`config.mk`:
```
export PLATFORM = sky130hd
export DESIGN_NAME = pgm_cmd_rx
export DESIGN_NICKNAME = d
export VERILOG_FILES = /design/src/rtl/pgm_pkg.sv /design/src/rtl/pgm_sync.sv /design/src/rtl/pgm_rx_shift.sv /design/src/rtl/pgm_tx_shift.sv /design/src/rtl/pgm_cmd_rx.sv
export SDC_FILE = /design/constraint.sdc
export NUM_CORES = 1
export LEC_CHECK = 0
export ABC_AREA = 1
export CORE_MARGIN = 3
export CORE_UTILIZATION = 45
export CTS_CLUSTER_SIZE = 25
export DETAILED_ROUTE_END_ITERATION = 8
export DONT_BUFFER_PORTS = 1
export GPL_ROUTABILITY_DRIVEN = 0
export PLACE_DENSITY_LB_ADDON = 0.12
export REMOVE_ABC_BUFFERS = 1
export SLEW_MARGIN = 20
export SYNTH_ARGS = -nofsm -noshare
export SYNTH_HDL_FRONTEND = slang
export SYNTH_SLANG_ARGS = --single-unit
export TNS_END_PERCENT = 50
```
`constraint.sdc`:
```
create_clock -name clk -period 1.2 [get_ports clk]
set_input_delay 0.18 -clock clk [delete_from_list [all_inputs] [get_ports clk]]
set_output_delay 0.18 -clock clk [all_outputs]
set_load 0.01 [all_outputs]
```
`src/rtl/pgm_pkg.sv`:
```
package pgm_pkg;
  localparam int CODE_W = 8;
  localparam logic [CODE_W-1:0] CODE_ERRCHK = 8'h80;
  localparam int N_PLAIN = 3;
  localparam logic [CODE_W-1:0] PLAIN_CODES [N_PLAIN] = '{8'h40, 8'h41, 8'h70};

  typedef enum logic [1:0] {
    ST_RX   = 2'd0,
    ST_TX   = 2'd1,
    ST_LOCK = 2'd2
  } rx_state_t;
endpackage

```
`src/rtl/pgm_sync.sv`:
```
module pgm_sync #(
  parameter int WIDTH  = 3,
  parameter int STAGES = 2
) (
  input  logic             clk,
  input  logic             rst,
  input  logic [WIDTH-1:0] din,
  output logic [WIDTH-1:0] dout
);
  logic [WIDTH-1:0] pipe [STAGES];

  always_ff @(posedge clk) begin
    if (rst) pipe[0] <= '0;
    else     pipe[0] <= din;
  end

  genvar i;
  generate
    for (i = 1; i < STAGES; i++) begin : g_stage
      always_ff @(posedge clk) begin
        if (rst) pipe[i] <= '0;
        else     pipe[i] <= pipe[i-1];
      end
    end
  endgenerate

  assign dout = pipe[STAGES-1];
endmodule

```
`src/rtl/pgm_rx_shift.sv`:
```
module pgm_rx_shift #(
  parameter int W = 8
) (
  input  logic         clk,
  input  logic         rst,
  input  logic         clr,
  input  logic         shift,
  input  logic         bit_in,
  output logic         done,
  output logic [W-1:0] code
);
  localparam int CW = $clog2(W);

  logic [W-1:0]  sh;
  logic [CW-1:0] cnt;

  assign done = shift && (cnt == CW'(W - 1));
  assign code = {bit_in, sh[W-1:1]};

  always_ff @(posedge clk) begin
    if (rst || clr) begin
      sh  <= '0;
      cnt <= '0;
    end else if (shift) begin
      sh  <= code;
      cnt <= done ? '0 : cnt + 1'b1;
    end
  end
endmodule

```
`src/rtl/pgm_tx_shift.sv`:
```
module pgm_tx_shift #(
  parameter int W = 8
) (
  input  logic         clk,
  input  logic         rst,
  input  logic         clr,
  input  logic         load,
  input  logic [W-1:0] load_val,
  input  logic         fall,
  input  logic         rise,
  output logic         sda_out,
  output logic         sda_oe,
  output logic         finished
);
  localparam int CW = $clog2(W);

  logic [W-1:0]  buf_q;
  logic [CW-1:0] cnt;
  logic          armed;

  assign finished = rise && sda_oe && (cnt == CW'(W - 1));

  always_ff @(posedge clk) begin
    if (rst || clr) begin
      buf_q   <= '0;
      cnt     <= '0;
      armed   <= 1'b0;
      sda_out <= 1'b0;
      sda_oe  <= 1'b0;
    end else if (load) begin
      buf_q <= load_val;
      cnt   <= '0;
      armed <= 1'b1;
    end else if (armed) begin
      if (fall) begin
        sda_out <= buf_q[0];
        buf_q   <= buf_q >> 1;
        sda_oe  <= 1'b1;
      end else if (rise && sda_oe) begin
        if (finished) begin
          sda_oe <= 1'b0;
          armed  <= 1'b0;
          cnt    <= '0;
        end else begin
          cnt <= cnt + 1'b1;
        end
      end
    end
  end
endmodule

```
`src/rtl/pgm_cmd_rx.sv`:
```
module pgm_cmd_rx
  import pgm_pkg::*;
#(
  parameter int   SYNC_STAGES = 2,
  parameter logic ERR_INIT    = 1'b1
) (
  input  logic              clk,
  input  logic              rst,
  input  logic              prog_en,
  input  logic              sclk,
  input  logic              sda_in,
  output logic              sda_out,
  output logic              sda_oe,
  output logic              cmd_strobe,
  output logic [CODE_W-1:0] cmd_code
);
  logic [2:0] sync_q;
  logic       en_s, sclk_s, sda_s, sclk_d;
  logic       rise, fall;

  pgm_sync #(.WIDTH(3), .STAGES(SYNC_STAGES)) u_sync (
    .clk (clk),
    .rst (rst),
    .din ({prog_en, sclk, sda_in}),
    .dout(sync_q)
  );
  assign {en_s, sclk_s, sda_s} = sync_q;

  always_ff @(posedge clk) begin
    if (rst) sclk_d <= 1'b0;
    else     sclk_d <= sclk_s;
  end
  assign rise = sclk_s & ~sclk_d;
  assign fall = ~sclk_s & sclk_d;

  rx_state_t         state;
  logic              err_flag;
  logic              locked;
  logic              rx_done;
  logic [CODE_W-1:0] rx_code;
  logic              tx_done;
  logic              is_chk, is_plain;
  logic [N_PLAIN-1:0] hit;

  assign locked = (state == ST_LOCK);

  pgm_rx_shift #(.W(CODE_W)) u_rx (
    .clk   (clk),
    .rst   (rst),
    .clr   (!en_s || state != ST_RX),
    .shift (en_s && state == ST_RX && rise),
    .bit_in(sda_s),
    .done  (rx_done),
    .code  (rx_code)
  );

  genvar k;
  generate
    for (k = 0; k < N_PLAIN; k++) begin : g_match
      assign hit[k] = (rx_code == PLAIN_CODES[k]);
    end
  endgenerate
  assign is_plain = |hit;
  assign is_chk   = (rx_code == CODE_ERRCHK);

  pgm_tx_shift #(.W(CODE_W)) u_tx (
    .clk     (clk),
    .rst     (rst),
    .clr     (!en_s),
    .load    (en_s && state == ST_RX && rx_done && is_chk),
    .load_val({{(CODE_W-1){1'b0}}, err_flag}),
    .fall    (fall),
    .rise    (rise),
    .sda_out (sda_out),
    .sda_oe  (sda_oe),
    .finished(tx_done)
  );

  always_ff @(posedge clk) begin
    if (rst) begin
      state      <= ST_RX;
      err_flag   <= ERR_INIT;
      cmd_strobe <= 1'b0;
      cmd_code   <= '0;
    end else begin
      cmd_strobe <= 1'b0;
      if (!en_s) begin
        state <= ST_RX;
      end else begin
        unique case (state)
          ST_RX: if (rx_done) begin
            if (is_chk) begin
              state    <= ST_TX;
              err_flag <= 1'b0;
            end else if (is_plain) begin
              cmd_strobe <= 1'b1;
              cmd_code   <= rx_code;
            end else begin
              err_flag <= 1'b1;
              state    <= ST_LOCK;
            end
          end
          ST_TX:   if (tx_done) state <= ST_RX;
          ST_LOCK: state <= ST_LOCK;
          default: state <= ST_RX;
        endcase
      end
    end
  end
endmodule

```
==> reports/qor.csv, run 1 <==
stage,metric,value,unit
status,outcome,"complete, but fails checks",
status,violations,"negative hold slack, negative setup slack",
floorplan,die_w,62.5,µm
clocking,cts_buffers,5,
sta,tightest_slew,0.259,ns
detailed_routing,routedWlPerCell,13.7,µm
hold_path,min_path_type,input pin to flip-flop,
placed_design,dpl.hpwl,2090,µm
global_route,grt_pass1_wl,5720,µm
finish,fill_cells,213,
sta,fin_hold_ws,-0.127,ns
yosys,synth_edf_count,0,
global_route,overflow,0,
yosys,syn_inst,175,
finish,final_util,0.723,
yosys,synth-seq-area-share,0.502,
sta,fin_ws,-0.0882,ns
finish,layoutNonFillerInstCount,258,
yosys,synth_most_common_cell,dfxtp_1,
worst_setup_path,critPathRequiredTime,1.50,ns
yosys,ys_types,24,
yosys,yosys-top-cells-area,"dfxtp_1, nor2_1, nand2_1",
pwr,leakagePower,0.858,nW
sta,slew_viol_final,0,
detailed_routing,ant_nets,0,
floorplan,start_util,0.495,
detailed_routing,drc,0,
sta,finalHoldViolCount,5,
sta,fin_crit,1.29,ns
flow_run,maxCapViolCount,0,
sta,final.setup_skew,0.00909,ns
floorplan,rows,19,
global_route,grt_pass1_vias,1295,
worst_setup_path,reg2reg_from,u_rx.cnt[0]$_SDFFE_PP0P_,
yosys,synth_area,0.00144,mm²
placed_design,placed_area,0.00164,mm²
sta,max_freq,0.776,GHz
detailed_routing,dr.pass1.iters,4,
sta,period_share,1.07,
clocking,cts_root_buf,clkbuf_4,
worst_setup_path,endpoint_kind,flip-flop,
worst_setup_path,r2r_slack,-0.09,ns
finish,fin_area,0.00210,mm²
detailed_routing,viasPerCell,4.88,
worst_setup_path,crit_type,flip-flop to flip-flop,
hold_path,whs_path_depth,1,
yosys,syn_avg_cell_area,8.20,µm²
pwr,p_int,0.00180,W
worst_setup_path,reg2reg_to,u_tx.sda_oe$_SDFFE_PP0P_,
worst_setup_path,worstPathMaxFanout,5,
floorplan,io_pins,16,
finish,layout-drive-gt1-share,0.421,
clocking,cts_hold_buf,9,
clocking,path_clk_slew,0.11,ns
yosys,postSynth.asyncResetShare,0,
worst_setup_path,cp-start-kind,flip-flop,
floorplan,die_h,62.5,µm
pwr,clockPowerShare,0.427,
pwr,p_comb_frac,0.040,
yosys,ys_ff_latch,36,
pwr,switching_power,0.000470,W
clocking,numClockSinks,36,
global_route,grt_max_degree,14,
sta,relSlewSlack,0.827,
yosys,synth_largest_area_cell,dfxtp_1,
detailed_routing,vias,1259,
clocking,cts_tree,done,
sta,rsz0062_at_grt,true,
hold_path,min_from,rst,
detailed_routing,drtIter0Drc,41,
pwr,power_density,1080,mW/mm²
worst_setup_path,r2r_cells,8,
placed_design,dp_cells,235,
finish,nets,224,
placed_design,numPortBuffers,0,
clocking,clockBufferDepth,2,
pwr,seqPwrFrac,0.533,
finish,syn_to_final_growth,46.0,%
worst_setup_path,critPathArrivalTime,1.58,ns
yosys,yosys_warnings,0,
floorplan,coreArea,0.00290,mm²
finish,diodes,0,
detailed_routing,routed_wl,3530,µm
sta,finalSetupViolCount,11,
global_route,antenna_found_initial,0,
hold_path,hold_path_end,cmd_code[6]$_SDFFE_PP0P_,
clocking,clock_latency,0.35,ns
yosys,synth_ff_type,dfxtp_1,
floorplan,die-area,0.00390,mm²
clocking,htreeDepth,2,
pwr,switching_share,0.207,
yosys,yosysTopAreaCellShare,0.502,
pwr,peakVddDrop,0.905,mV
yosys,synth_commonest_cells,"dfxtp_1, nor2_1, nand2_1",
global_route,track_usage,0.186,
## layout make-up
class                      instances  area [µm²]  area share
clock buffer                       7        65.1      0.0310
timing repair buffer              34         305       0.146
multi-input combinational        114         816       0.389
clock inverter                     1        30.0      0.0143
tap                               42        52.6      0.0251
sequential                        36         732       0.349
inverter                          24        95.1      0.0454
## worst max path at each step
stage	start	end	slack [ns]	cells past startpoint
2_1_floorplan	u_rx.cnt[0]$_SDFFE_PP0P_	u_tx.buf_q[0]$_SDFFE_PP0P_	-0.06	7
3_3_place_gp	u_rx.cnt[0]$_SDFFE_PP0P_	u_tx.buf_q[0]$_SDFFE_PP0P_	-0.13	7
3_5_place_dp	u_rx.cnt[0]$_SDFFE_PP0P_	u_tx.buf_q[0]$_SDFFE_PP0P_	-0.19	7
4_1_cts	u_rx.sh[4]$_SDFFE_PP0P_	cmd_code[7]$_SDFFE_PP0P_	-0.03	7
5_1_grt	u_rx.cnt[0]$_SDFFE_PP0P_	u_tx.sda_oe$_SDFFE_PP0P_	-0.15	8
6_report	u_rx.cnt[0]$_SDFFE_PP0P_	u_tx.sda_oe$_SDFFE_PP0P_	-0.09	8
## cell families after synthesis
logic type                 count (synthesis)  share of synthesized area
AOI/OAI and AO/OA                         26                      0.114
adders and majority gates                  4                     0.0349
buffers and inverters                     26                     0.0689
DFF                                       36                      0.502
and+or+nand+nor                           83                      0.280
## power by group through the flow
stage | combinational [W] | clock (W) | sequential [W]
after detailed placement | 0.0000587 | 0 | 0.00124
after CTS | 0.0000822 | 0.000972 | 0.00121
after global placement | 0.0000573 | 0 | 0.00124
after floorplan | 0.0000349 | 0 | 0.00124
after global routing | 0.000100 | 0.00104 | 0.00121
final | 0.0000911 | 0.000970 | 0.00121
## timing repair
action	in CTS	in global routing
buffers inserted	4	1
hold endpoints to repair	14	5
cloned	1	0
endpoints found under the setup margin	20	27
pin swaps	10	6
resized for setup	34	24
## stage by stage
step,TNS [ns],total power (W),setup slack [ns]
after floorplan,-0.300,0.00127,-0.0624
after global placement,-1.14,0.00130,-0.130
after detailed placement,-2.06,0.00130,-0.193
after CTS,-0.133,0.00227,-0.0308
after global routing,-1.50,0.00236,-0.149
final,-0.316,0.00227,-0.0882
## flip-flops by register name, summed over array words and instances, names as in the netlist, 2 cells and up
name and count:
cmd_code 8, state 2, u_rx.cnt 3, u_rx.sh 7
u_sync.pipe 6, u_tx.cnt 3
## worst max-delay path, cell delays in order (launching register included)
cell     delay (ns)
dfxtp_2        0.37
ha_4           0.14
ha_4           0.14
inv_4          0.06
nor2_8         0.17
nand2_4        0.10
nand2_1        0.08
nand2_1        0.07
a21oi_2        0.11
## layout by cell type (no fill, tap or decap), drive strengths merged
cell type | netlist | final
dfxtp | 36 | 36
a21oi | 14 | 14
inv | 24 | 24
nor3b | 1 | 1
ha | 4 | 4
buf | 1 | 25
a211oi | 7 | 7
bufinv | 0 | 1
nand2 | 29 | 29
nand3 | 16 | 16
nor3 | 1 | 1
o21ai | 4 | 4
dlygate4sd3 | 0 | 9
clkbuf | 1 | 7
nand4 | 1 | 1
nor2 | 35 | 36
o22ai | 1 | 1
## metal layers
metal | global-route usage | vias to the layer above | share of wire
met5 | 0 | - | 0
met4 | 0.0523 | 0 | 0.011
met3 | 0.0737 | 6 | 0.054
met2 | 0.329 | 26 | 0.52
met1 | 0.204 | 583 | 0.41
li1 | - | 644 | -
Power figures use the tool's default switching activity.
==> run 2: changes to the inputs <==
Settings changed: CTS_BUF_LIST set to sky130_fd_sc_hd__clkbuf_2, PLACE_DENSITY set to 0.71, PLACE_DENSITY_LB_ADDON 0.12 to not set.
==> reports/qor.csv, run 2 (synthesis results as in run 1) <==
stage,metric,value,unit,change
sta,finalSetupViolCount,15,,was 11
pwr,switching_power,0.000487,W,was 0.000470 W
status,violations,"negative hold slack, negative setup slack",,unchanged
worst_setup_path,crit_type,flip-flop to flip-flop,,unchanged
detailed_routing,ant_nets,0,,unchanged
floorplan,die_h,62.5,µm,unchanged
global_route,grt_pass1_wl,5370,µm,was 5720 µm
flow_run,maxCapViolCount,0,,unchanged
sta,max_freq,0.771,GHz,was 0.776 GHz
finish,layoutNonFillerInstCount,260,,was 258
placed_design,numPortBuffers,0,,unchanged
global_route,grt_max_degree,14,,unchanged
global_route,antenna_found_initial,0,,unchanged
worst_setup_path,crit_end,cmd_code[4]$_SDFFE_PP0P_,,was u_tx.sda_oe$_SDFFE_PP0P_
sta,tns,-0.658,ns,was -0.316 ns
finish,diodes,0,,unchanged
clocking,clock_latency,0.40,ns,was 0.35 ns
clocking,htreeDepth,2,,unchanged
pwr,peakVddDrop,1.03,mV,was 0.905 mV
worst_setup_path,path_cells,"inv_2, nor2_4, nand3_2, o21ai_4, nand3_1, nand2_1, nor2_1",,"was ha_4, ha_4, inv_4, nor2_8, nand2_4, nand2_1, nand2_1, a21oi_2"
sta,fin_hold_ws,-0.197,ns,was -0.127 ns
placed_design,dpl.hpwl,2040,µm,was 2090 µm
detailed_routing,routed_wl,3250,µm,was 3530 µm
floorplan,start_util,0.495,,unchanged
worst_setup_path,cp-start-kind,flip-flop,,unchanged
finish,layout_commonest_cell,buf_4,,
detailed_routing,viasPerCell,4.90,,was 4.88
finish,final_util,0.680,,was 0.723
pwr,switching_share,0.259,,was 0.207
worst_setup_path,reg2reg_from,u_rx.sh[7]$_SDFFE_PP0P_,,was u_rx.cnt[0]$_SDFFE_PP0P_
floorplan,coreArea,0.00290,mm²,unchanged
finish,largest_reg_flops,8,,unchanged
finish,final_cell_mix,"buf_4, nor2_1, dfxtp_1",,"was nor2_1, dfxtp_1, nand2_1"
worst_setup_path,endpoint_kind,flip-flop,,unchanged
status,outcome,"complete, but fails checks",,unchanged
sta,relSlewSlack,0.820,,was 0.827
clocking,numClockSinks,36,,unchanged
finish,syn_to_final_growth,37.5,%,was 46.0%
worst_setup_path,r2r_cells,7,,was 8
sta,finalHoldViolCount,5,,unchanged
global_route,grt_pass1_vias,1223,,"was 1,295"
clocking,cts_buffers,5,,unchanged
detailed_routing,drtIter0Drc,52,,was 41
detailed_routing,routedWlPerCell,12.5,µm,was 13.7 µm
sta,final.setup_skew,0.0270,ns,was 0.00909 ns
placed_design,placed_area,0.00161,mm²,was 0.00164 mm²
clocking,path_clk_slew,0.21,ns,was 0.11 ns
pwr,p_int,0.00139,W,was 0.00180 W
worst_setup_path,worstPathMaxFanout,8,,was 5
global_route,overflow,0,,unchanged
floorplan,die_w,62.5,µm,unchanged
floorplan,io_pins,16,,unchanged
hold_path,min_path_type,input pin to flip-flop,,unchanged
sta,fin_ws,-0.0962,ns,was -0.0882 ns
pwr,power_density,952,mW/mm²,was 1080 mW/mm²
floorplan,rows,19,,unchanged
worst_setup_path,crit_slowest_cell,dfxtp_2,,unchanged
worst_setup_path,startpoint,u_rx.sh[7]$_SDFFE_PP0P_,,was u_rx.cnt[0]$_SDFFE_PP0P_
sta,rsz0062_at_grt,true,,unchanged
worst_setup_path,critPathArrivalTime,1.60,ns,was 1.58 ns
detailed_routing,drc,0,,unchanged
sta,period_share,1.08,,was 1.07
pwr,leakagePower,0.825,nW,was 0.858 nW
worst_setup_path,r2r_slack,-0.1,ns,was -0.09 ns
placed_design,dp_cells,233,,was 235
worst_setup_path,critPathMaxStageDelay,0.39,ns,was 0.37 ns
clocking,cts_root_buf,clkbuf_2,,was clkbuf_4
pwr,p_comb_frac,0.042,,was 0.040
worst_setup_path,reg2reg_to,cmd_code[4]$_SDFFE_PP0P_,,was u_tx.sda_oe$_SDFFE_PP0P_
sta,slew_viol_final,0,,unchanged
sta,tightest_slew,0.269,ns,was 0.259 ns
finish,nets,226,,was 224
detailed_routing,vias,1273,,"was 1,259"
pwr,clockPowerShare,0.311,,was 0.427
clocking,cts_hold_buf,8,,was 9
floorplan,die-area,0.00390,mm²,unchanged
global_route,track_usage,0.173,,was 0.186
detailed_routing,dr.pass1.iters,4,,unchanged
worst_setup_path,critPathRequiredTime,1.50,ns,about the same
finish,fin_area,0.00197,mm²,was 0.00210 mm²
finish,layout-drive-gt1-share,0.390,,was 0.421
finish,reg_top3,"cmd_code (8), u_rx.sh (7), u_sync.pipe (6)",,unchanged
finish,regMostFlops,cmd_code,,unchanged
clocking,clockBufferDepth,2,,unchanged
sta,fin_crit,1.30,ns,was 1.29 ns
clocking,cts_tree,done,,unchanged
pwr,seqPwrFrac,0.647,,was 0.533
run 2: layout make-up:
type | instances | area (µm²)
sequential | 36 | 736
clock inverter | 3 | 23.8
inverter | 24 | 97.6
clock buffer | 5 | 25.0
fill | 227 | 927
multi-input combinational | 114 | 748
tap | 42 | 52.6
timing repair buffer | 36 | 290
run 2: worst max-delay path, delay by kind of cell, from the launching register on:
kind / cells / cell delay (ns)
AO/OA/AOI/OAI: 1 / 0.26
buffers and inverters: 1 / 0.05
AND/OR/NAND/NOR: 5 / 0.49
flip-flops: 1 / 0.39
run 2: repair_timing:
action	CTS	global route
buffers inserted	4	6
cloned	1	0
endpoints found under the hold margin	16	5
pin swaps	8	11
endpoints found under the setup margin	20	29
resized for setup	24	21
run 2: worst min path at each step:
stage               slack, ns  startpoint                           end  cells after the start
global route            -0.24         rst      cmd_code[7]$_SDFFE_PP0P_                      1
detailed placement       0.25         rst  u_sync.pipe[1][1]$_SDFF_PP0_                      1
floorplan                0.25         rst      cmd_code[6]$_SDFFE_PP0P_                      1
finish                  -0.20         rst      cmd_code[7]$_SDFFE_PP0P_                      1
global placement         0.25         rst      cmd_code[6]$_SDFFE_PP0P_                      1
CTS                     -0.20         rst      cmd_code[7]$_SDFFE_PP0P_                      1
run 2: layer usage:
layer,share of wire,vias up,GRT usage
li1,-,652,-
met2,0.50,33,0.305
met3,0.052,7,0.0450
met1,0.42,581,0.193
met5,0,-,0
met4,0.026,0,0.0826
run 2: per-stage QoR:
| step | total power [W] | setup WS, ns |
|---|---|---|
| 2_1_floorplan | 0.00127 | -0.0624 |
| 4_1_cts | 0.00187 | -0.0468 |
| 3_3_place_gp | 0.00129 | -0.103 |
| 3_5_place_dp | 0.00129 | -0.203 |
| 6_report | 0.00188 | -0.0962 |
| 5_1_grt | 0.00195 | -0.174 |
run 2: power by group through the flow:
| stage | clock network, W | logic, W | registers, W |
|---|---|---|---|
| 5_1_grt | 0.000649 | 0.0000875 | 0.00122 |
| 3_3_place_gp | 0 | 0.0000514 | 0.00124 |
| 3_5_place_dp | 0 | 0.0000524 | 0.00124 |
| 2_1_floorplan | 0 | 0.0000349 | 0.00124 |
| 4_1_cts | 0.000585 | 0.0000719 | 0.00121 |
| 6_report | 0.000584 | 0.0000794 | 0.00122 |
